### config.mk
export PLATFORM = sky130hd
export DESIGN_NAME = jkshift_reg
export DESIGN_NICKNAME = d
export VERILOG_FILES = /design/src/rtl/jkshift_pkg.sv /design/src/rtl/jkshift_mode_dec.sv /design/src/rtl/jkshift_jk_entry.sv /design/src/rtl/jkshift_stage.sv /design/src/rtl/jkshift_reg.sv
export SDC_FILE = /design/constraint.sdc
export NUM_CORES = 1
export LEC_CHECK = 0
export ABC_AREA = 1
export BUFFER_PORTS_ARGS = -buffer_cell sky130_fd_sc_hd__buf_2
export CAP_MARGIN = 20
export CORE_AREA = 2 2 39 41
export DETAILED_ROUTE_END_ITERATION = 10
export DIE_AREA = 0 0 41 43
export PLACE_DENSITY_LB_ADDON = 0.1
export SETUP_SLACK_MARGIN = 0.1
export SLEW_MARGIN = 30
export SYNTH_ARGS = -nofsm -noshare
export SYNTH_HDL_FRONTEND = slang
export SYNTH_HIERARCHICAL = 1
export SYNTH_SLANG_ARGS = --single-unit
### constraint.sdc
create_clock -name clk -period 0.84 [get_ports clk]
set_clock_uncertainty 0.2 [all_clocks]
set_input_delay 0.168 -clock clk [delete_from_list [all_inputs] [get_ports clk]]
set_output_delay 0.168 -clock clk [all_outputs]
set_load 0.03 [all_outputs]
### src/rtl/jkshift_pkg.sv
package jkshift_pkg;

    // Operation selected by the mode level
    typedef enum logic {
        OP_LOAD  = 1'b0,
        OP_SHIFT = 1'b1
    } op_e;

    // First-stage action, encoded as {j, k}
    typedef enum logic [1:0] {
        JK_HOLD   = 2'b00,
        JK_RESET  = 2'b01,
        JK_SET    = 2'b10,
        JK_TOGGLE = 2'b11
    } jk_act_e;

endpackage

### src/rtl/jkshift_mode_dec.sv
module jkshift_mode_dec
    import jkshift_pkg::*;
(
    input  logic shift_nload,
    output op_e  op
);

    always_comb begin
        unique case (shift_nload)
            1'b0:    op = OP_LOAD;
            default: op = OP_SHIFT;
        endcase
    end

endmodule

### src/rtl/jkshift_jk_entry.sv
module jkshift_jk_entry
    import jkshift_pkg::*;
(
    input  logic j_in,
    input  logic k_in,
    input  logic cur_q,
    output logic nxt_q
);

    jk_act_e act;

    always_comb begin
        act = jk_act_e'({j_in, k_in});
        unique case (act)
            JK_HOLD:   nxt_q = cur_q;
            JK_RESET:  nxt_q = 1'b0;
            JK_SET:    nxt_q = 1'b1;
            JK_TOGGLE: nxt_q = ~cur_q;
            default:   nxt_q = cur_q;
        endcase
    end

endmodule

### src/rtl/jkshift_stage.sv
module jkshift_stage
    import jkshift_pkg::*;
(
    input  logic clk,
    input  logic clr_n,
    input  op_e  op,
    input  logic load_bit,
    input  logic shift_bit,
    output logic q
);

    // Clear is asynchronous and wins over any clocked operation
    always_ff @(posedge clk or negedge clr_n) begin
        if (!clr_n) begin
            q <= 1'b0;
        end else begin
            unique case (op)
                OP_LOAD:  q <= load_bit;
                OP_SHIFT: q <= shift_bit;
                default:  q <= q;
            endcase
        end
    end

endmodule

### src/rtl/jkshift_reg.sv
module jkshift_reg
    import jkshift_pkg::*;
#(
    parameter int WIDTH = 4
) (
    input  logic             clk,
    input  logic             clr_n,
    input  logic             shift_nload,
    input  logic             j_in,
    input  logic             k_in,
    input  logic [WIDTH-1:0] par_d,
    output logic [WIDTH-1:0] par_q,
    output logic             ser_out
);

    localparam int LAST = WIDTH - 1;

    op_e              op;
    logic             first_nxt;
    logic [WIDTH-1:0] q_w;
    logic [WIDTH-1:0] shift_in;

    jkshift_mode_dec u_mode (
        .shift_nload (shift_nload),
        .op          (op)
    );

    jkshift_jk_entry u_jk (
        .j_in  (j_in),
        .k_in  (k_in),
        .cur_q (q_w[0]),
        .nxt_q (first_nxt)
    );

    for (genvar i = 0; i < WIDTH; i++) begin : g_stage
        if (i == 0) begin : g_head
            assign shift_in[i] = first_nxt;
        end else begin : g_body
            assign shift_in[i] = q_w[i-1];
        end

        jkshift_stage u_stage (
            .clk       (clk),
            .clr_n     (clr_n),
            .op        (op),
            .load_bit  (par_d[i]),
            .shift_bit (shift_in[i]),
            .q         (q_w[i])
        );
    end

    assign par_q   = q_w;
    assign ser_out = q_w[LAST];

endmodule

* After elaboration in Yosys (flattened, before gate mapping) *
Cells that the tools add are included.

word-level totals
  register bits = 4
  bits in latches = 0
  bits in writable memories = 0
  memory bits (read-only) = 0
  input port bits = 9
  output and inout bits = 5
  word-level logic and storage cells = 17
  memories = 0

cells by class
  $add $sub $neg = 0
  multipliers = 0
  divide/modulo/power cells = 0
  $lt $le $gt $ge = 0
  eq/ne operators = 4
  shift operators = 0
  multiplexer cells = 6
  bitwise operators = 2
  reduce and logical (&&, ||, !) cells = 1

operators with widths
  operator                                                          count
  1-bit case mux with 2 select lines                                4
  2-bit == test (second input constant)                             2
  1-bit case mux with 3 select lines                                1
  2-bit by 1-bit == test with 1-bit output (second input constant)  1
  2-bit zero test                                                   1
  2-bit inequality test (second input constant)                     1
  1-bit inverter                                                    2
  1-bit 2-to-1 mux                                                  1

* Longest topological paths before layout *
Gate-level depths: netlist of run 1.

  depth after elaboration = 3
  gate-level depth with buffers = 5
  gate-level depth less buffers = 5

* By module *
Netlist of run 1, hierarchy kept.

by module, submodules not included
  module            instances  cells an instance  area each (sq um)  sequential area each (sq um)
  jkshift_stage     4          5                  40.0               25.0
  jkshift_jk_entry  1          5                  18.8               0.0
  jkshift_mode_dec  1          1                  7.5                0.0
  jkshift_reg       1          1                  7.5                0.0

* Worst setup path after synthesis of run 1 *
No wires, ideal clock.

  path kind = register to register
  start point = register g_stage[0].u_stage.q
  end point = register g_stage[0].u_stage.q
  setup time = 116 ps
  arrival = 762 ps
  data required time = 524 ps
  slack = -238 ps
  cell stages (with the launch flop) = 6
  buffers on the path = 0
  clock period less this slack = 1078 ps
  cells stage by stage = dfrtp_1 > inv_1 > nand2_1 > nand2_1 > nand2_1 > nand2_1

on the way
  longest elaborated chain between the ends = 3

RTL lines
  element                             RTL line                source
  start: declaration                  jkshift_stage.sv:9      output logic q
  start signal: assignment            jkshift_stage.sv:18     OP_LOAD: q <= load_bit;
  start signal: assignment            jkshift_stage.sv:19     OP_SHIFT: q <= shift_bit;
  start signal: assignment            jkshift_stage.sv:20     default: q <= q;
  1-bit inverter                      jkshift_jk_entry.sv:18  JK_TOGGLE: nxt_q = ~cur_q;
  1-bit case mux with 3 select lines  jkshift_jk_entry.sv:14  unique case (act)
  net first_nxt                       jkshift_reg.sv:19       logic first_nxt;
  1-bit case mux with 2 select lines  jkshift_stage.sv:17     unique case (op)

The timed path passes the listed nets, and every way through them passes these cells.
A chain may end at the register's enable or synchronous reset.

* Final worst setup path of run 1 *
  start point = register g_stage[1].u_stage.q
  end point = output par_q[1]

RTL lines
  element                   RTL line             source
  start: declaration        jkshift_stage.sv:9
  start signal: assignment  jkshift_stage.sv:18
  start signal: assignment  jkshift_stage.sv:19
  start signal: assignment  jkshift_stage.sv:20
  end: declaration          jkshift_reg.sv:12    output logic [WIDTH-1:0] par_q,

No word-level cell between the ends.

==> results of run 1 <==
## layout make-up
class                      count  area, sq um  area share [%]
timing repair buffer          15        113.9           32.73
tap                           16        20.02           5.755
clock buffer                   3        22.52           6.475
sequential                     4        105.1           30.22
multi-input combinational     15        63.81           18.35
inverter                       6        22.52           6.475
## cells in the final DEF (no fill, tap or decap), drive strengths merged
cell,instances
nand2,15
buf,14
inv,6
dfrtp,4
clkbuf,3
dlygate4sd3,1
## routing by layer
metal	global-route usage (%)	wire, um	vias to the layer above
li1	-	-	107
met1	6.472	184	95
met2	8.750	209	9
met3	3.141	45	2
met4	8.000	5	0
met5	0	0	-
## cell families after synthesis
family        synth area share (%)
simple gates                 29.03
flops                        51.61
buf+inv                      19.35
## through the flow
step	std cells	TNS (ns)	power (mW)	hold slack, ns	instance area (sq um)
detailed placement	54	-0.4836	0.3515	-0.2184	269.0
global placement	54	-0.4570	0.3501	-0.2180	269.0
CTS	59	-1.860	0.6443	-0.07566	342.8
floorplan	27	-0.4530	0.3164	-0.3276	202.7
finish	59	-1.823	0.6368	-0.07076	347.8
global route	59	-2.043	0.6707	-0.05579	347.8
## repair_timing
item,CTS,global route
gates resized for setup,11,2
setup buffers,1,0
hold endpoints to repair,8,4
pin swaps,2,0
endpoints found under the setup margin,9,9
## power by group through the flow
stage	sequential, mW	combinational (mW)	clock (mW)
after CTS	0.228	0.165	0.251
final	0.230	0.165	0.242
after global routing	0.232	0.182	0.256
after detailed placement	0.227	0.124	0
after floorplan	0.266	0.0504	0
after global placement	0.226	0.124	0
## worst paths after layout
| path | endpoint | slack [ns] | depth (start not counted) |
|---|---|---|---|
| min in group asynchronous | g_stage[2].u_stage/q$_DFF_PN0_ | 0.08 | 2 |
| setup reg to reg | g_stage[0].u_stage/q$_DFF_PN0_ | -0.21 | 5 |
| hold / removal | g_stage[1].u_stage/q$_DFF_PN0_ | -0.07 | 3 |
| max in group asynchronous | g_stage[3].u_stage/q$_DFF_PN0_ | 0.22 | 2 |
| hold reg to reg | g_stage[2].u_stage/q$_DFF_PN0_ | 0.28 | 2 |
| setup / recovery | par_q[1] | -0.31 | 1 |
==> flow_summary.toml, run 1 <==
[die]
core_sq_mm = 0.001384
fp.dieW_um = 41
ioPinCount = 14
start_util_pct = 14.01
fp.dieH_um = 43
rows = 14
dieArea_sq_mm = 0.001763

[synth]
synth_cells = 27
synth.area.top_cells = "dfrtp_1, nand2_1, inv_1"
synth_most_common_cell = "nand2_1"
synth_top_area_share_pct = 51.61
seq_area_frac_synth_pct = 51.61
synth-warning-count = 6
ys_seq_elements = 4
ys_types = 4
syn-mean-instance-area_sq_um = 7.183
yosysTopAreaCell = "dfrtp_1"
synth-main-ff-cell = "dfrtp_1"
synth_edf_count = 0
synthArstFlopShare_pct = 100.0
syn-cell-area_sq_um = 193.9
syn_nets = 36
synth_common_cells = "nand2_1, inv_1, dfrtp_1"

[grt]
grt_pass1_vias = 203
antenna_found_initial = 0
grt_overflow = 0
track_usage_pct = 6.640
grt_pass1_wl_um = 710
grt_max_degree = 9

[finish]
postLayoutCoreUtil_pct = 25.14
finalNetCount = 54
largest_reg_flops = 4
syn2layout_area_growth_pct = 79.36
reg_top3 = "g_stage.u_stage/q: 4 flops"
nFillCells = 158
largest_register = "g_stage.u_stage/q"
antennaDiodeCount = 0
drive_above_1_share_pct = 55.81

[critical_path]
slowest_stage = "dfrtp_2"
arrival_ns = 0.78
setup.worst_path.start = "g_stage[1].u_stage/q$_DFF_PN0_"
crit_path_max_incr_delay_ns = 0.41
cp_num_buf_inv = 1
start_kind = "flip-flop"
critPathMaxFanout = 2
endpoint_kind = "output port"
path_delay_family = "flip-flops"
r2r_start = "g_stage[0].u_stage/q$_DFF_PN0_"
path_class = "reg2out"
crit_required_ns = 0.47
critical_path.cell_chain = "buf_6"

[sta]
timing.final.crit_share_pct = 136.4
period_needed_ns = 1.146
tightest_slew_ns = 0.1650
final_max_slew_viol_count = 0
timing.fmax_mhz = 872.5
setup_viol = 7
setup_ws_ns = -0.3062
relSlewSlack_pct = 89.00
timing.hold.ws_ns = -0.07076
rsz0062_at_grt = "yes"
hold_violations = 4

[drt]
drcViolationCount = 0
wl_um = 444
vias_per_cell = 3.610
num_vias = 213
wl_per_cell_um = 7.525
firstDrtPassIters = 3
final_antenna_net_count = 0
drtIter0Drc = 8

[cts]
cts_hold_buf = 1
path_clk_slew_ns = 0.04
cts_tree = "yes"
htree_num_levels = 1
clock-sinks = 4
cts_made_buffers = 3
cts_buffer_depth = 2
worstSkewPairLatency_ns = 0.23
cts_root_buffer = "clkbuf_4"

[min_path]
min_path_type = "in2reg"
min-delay-start = "par_d[1]"

[placement]
gp_congestion = 0.6231
dpl.hpwl_um = 332.9
dp_worst_setup_slack_ns = -0.1055
port_buffers = 13

[power]
p_seq_share_pct = 36.0
p_clk_share_pct = 38.0
p_int_mw = 0.4526
p_per_area_mw_per_mm2 = 1831
power.switching_mw = 0.1842
peakVddDrop_uv = 425.1
pwr-share-comb_pct = 26.0
switching_share_pct = 28.92
leakage_nw = 0.2048

[run_status]
status = "finished, violations left"
violations = "hold timing, setup timing"

[job]
cap_violations = 0
(Power assumes the default switching activity.)
==> inputs of run 2 (changes only) <==
--- a/config.mk
+++ b/config.mk
@@ -9,6 +9,7 @@
 export BUFFER_PORTS_ARGS = -buffer_cell sky130_fd_sc_hd__buf_2
 export CAP_MARGIN = 20
 export CORE_AREA = 2 2 39 41
+export CTS_CLUSTER_SIZE = 12
 export DETAILED_ROUTE_END_ITERATION = 10
 export DIE_AREA = 0 0 41 43
 export PLACE_DENSITY_LB_ADDON = 0.1
==> constraint.sdc (replaced) <==
create_clock -name clk -period 0.84 [get_ports clk]
set_clock_uncertainty 0.2 [all_clocks]
set_input_delay 0.042 -clock clk [delete_from_list [all_inputs] [get_ports clk]]
set_output_delay 0.042 -clock clk [all_outputs]
set_load 0.03 [all_outputs]
==> run 2 against run 1 <==
- the flow still finishes with violations (hold timing, setup timing)
- non-clock buffer count is 1 lower
- power is 1.3% lower
- first-iteration DRC count is 88% lower
- sequential power hardly changed
- clock-buffer cell count stayed put
- critical endpoint is now par_q[0]
- largest power group unchanged
==> flow_summary.toml, run 2 (synthesis gave the netlist of run 1 again) <==
[finish]
mostFrequentLayoutCells = "nand2_1, buf_2, inv_1"
reg_top3 = "g_stage.u_stage/q: 4 flops"
nFillCells = 161
largest_reg_flops = 4
multi_input_area_sq_um = 61.31
seq_area_sq_um = 105.1
drive_above_1_share_pct = 52.38
largest_register = "g_stage.u_stage/q"
final_common_cell = "nand2_1"
postLayoutCoreUtil_pct = 24.41
syn2layout_area_growth_pct = 74.19
finalNetCount = 53
antennaDiodeCount = 0
fin_cells = 58

[critical_path]
cp_num_buf_inv = 1
path_delay_family = "flip-flops"
critical_path.cell_chain = "buf_6"
arrival_ns = 0.80
crit_path_max_incr_delay_ns = 0.42
endpoint_kind = "output port"
start_kind = "flip-flop"
path_class = "reg2out"
crit_required_ns = 0.60
critPathMaxFanout = 4
slowest_stage = "dfrtp_2"

[drt]
top_layer = "met3"
wl_um = 448
final_antenna_net_count = 0
wl_met1_um = 203
vias_per_cell = 3.500
route.met2.wl_um = 200
firstDrtPassIters = 2
num_vias = 203
drcViolationCount = 0
drtIter0Drc = 1
wl_per_cell_um = 7.724
wl_met3_um = 44

[min_path]
min_path_type = "in2reg"

[power]
p_per_area_mw_per_mm2 = 1861
leakage_nw = 0.1989
peakVddDrop_uv = 547.8

[sta]
timing.hold.ws_ns = -0.1933
setup_viol = 6
tns_ns = -1.016
hold_violations = 8
timing.final.crit_share_pct = 124.2
setup_ws_ns = -0.2032
final_max_slew_viol_count = 0
relSlewSlack_pct = 90.02
period_needed_ns = 1.043
rsz0062_at_grt = "yes"
timing.fmax_mhz = 958.6
tightest_slew_ns = 0.1497

[placement]
dp_worst_setup_slack_ns = -0.08687
port_buffers = 13
gp_congestion = 0.6398
dpl.hpwl_um = 338.4
place_inst = 54

[cts]
cts_buffer_depth = 2
cts_made_buffers = 3
path_clk_slew_ns = 0.04
cts_tree = "yes"
clock-sinks = 4
htree_num_levels = 1
cts_root_buffer = "clkbuf_4"
cts_hold_buf = 1
worstSkewPairLatency_ns = 0.23
post_cts_buffers = 0

[grt]
grt_overflow = 0
track_usage_pct = 6.834
antenna_found_initial = 0
grt_pass1_vias = 179
grt_max_degree = 9
grt_pass1_wl_um = 710

[die]
ioPinCount = 14
start_util_pct = 14.01
fp.dieW_um = 41
rows = 14
core_sq_mm = 0.001384
dieArea_sq_mm = 0.001763
fp.dieH_um = 43

[run_status]
violations = "hold timing, setup timing"
status = "finished, violations left"

[job]
cap_violations = 0
run 2: cell types whose count changed in the layout (fill, tap and decap cells not counted), sizes merged:
cell	change
buf	-1
run 2: area by class of cell:
cell class	instances	share of cell area, %
clock buffers	3	6.667
inverters	6	6.667
multi-input cells	15	18.15
flip-flops and latches	4	31.11
well taps	16	5.926
repair buffers	14	31.48
run 2: final timing paths:
path | start | end | slack (ns) | cells past startpoint
worst max-delay path | g_stage[0].u_stage/q$_DFF_PN0_ | par_q[0] | -0.20 | 1
worst min-delay path | par_d[0] | g_stage[0].u_stage/q$_DFF_PN0_ | -0.19 | 3
worst max register to register | g_stage[0].u_stage/q$_DFF_PN0_ | g_stage[0].u_stage/q$_DFF_PN0_ | -0.11 | 4
worst min register to register | g_stage[1].u_stage/q$_DFF_PN0_ | g_stage[2].u_stage/q$_DFF_PN0_ | 0.28 | 2
max in group asynchronous | clr_n | g_stage[1].u_stage/q$_DFF_PN0_ | 0.36 | 2
min in group asynchronous | clr_n | g_stage[3].u_stage/q$_DFF_PN0_ | -0.06 | 2
run 2: timing repair:
item | CTS | global route
endpoints found under the setup margin | 9 | 9
endpoints found under the hold margin | 8 | 8
gates resized for setup | 8 | 4
pin swaps | 6 | 0
run 2: metrics by stage:
| step | total power [mW] | instance area, sq um |
|---|---|---|
| floorplan | 0.3164 | 202.7 |
| global placement | 0.3509 | 269.0 |
| detailed placement | 0.3525 | 269.0 |
| CTS | 0.6351 | 325.3 |
| global route | 0.6780 | 337.8 |
| finish | 0.6288 | 337.8 |
run 2: worst register-to-register path, delay by kind of cell, from the launching register on:
family / cells / cell delay [ns]
and+or+nand+nor: 4 / 0.22
DFF: 1 / 0.42
run 2: routing by layer:
metal	vias up	global-route usage [%]
li1	106	-
met1	88	6.452
met2	9	8.438
met3	0	4.712
met4	0	8.000
met5	-	0
run 2: power breakdown:
group          total, mW  internal [mW]  switching, mW
registers          0.231          0.215         0.0162
clock network      0.242          0.160         0.0818
logic              0.156         0.0714         0.0844
total              0.629          0.446          0.182
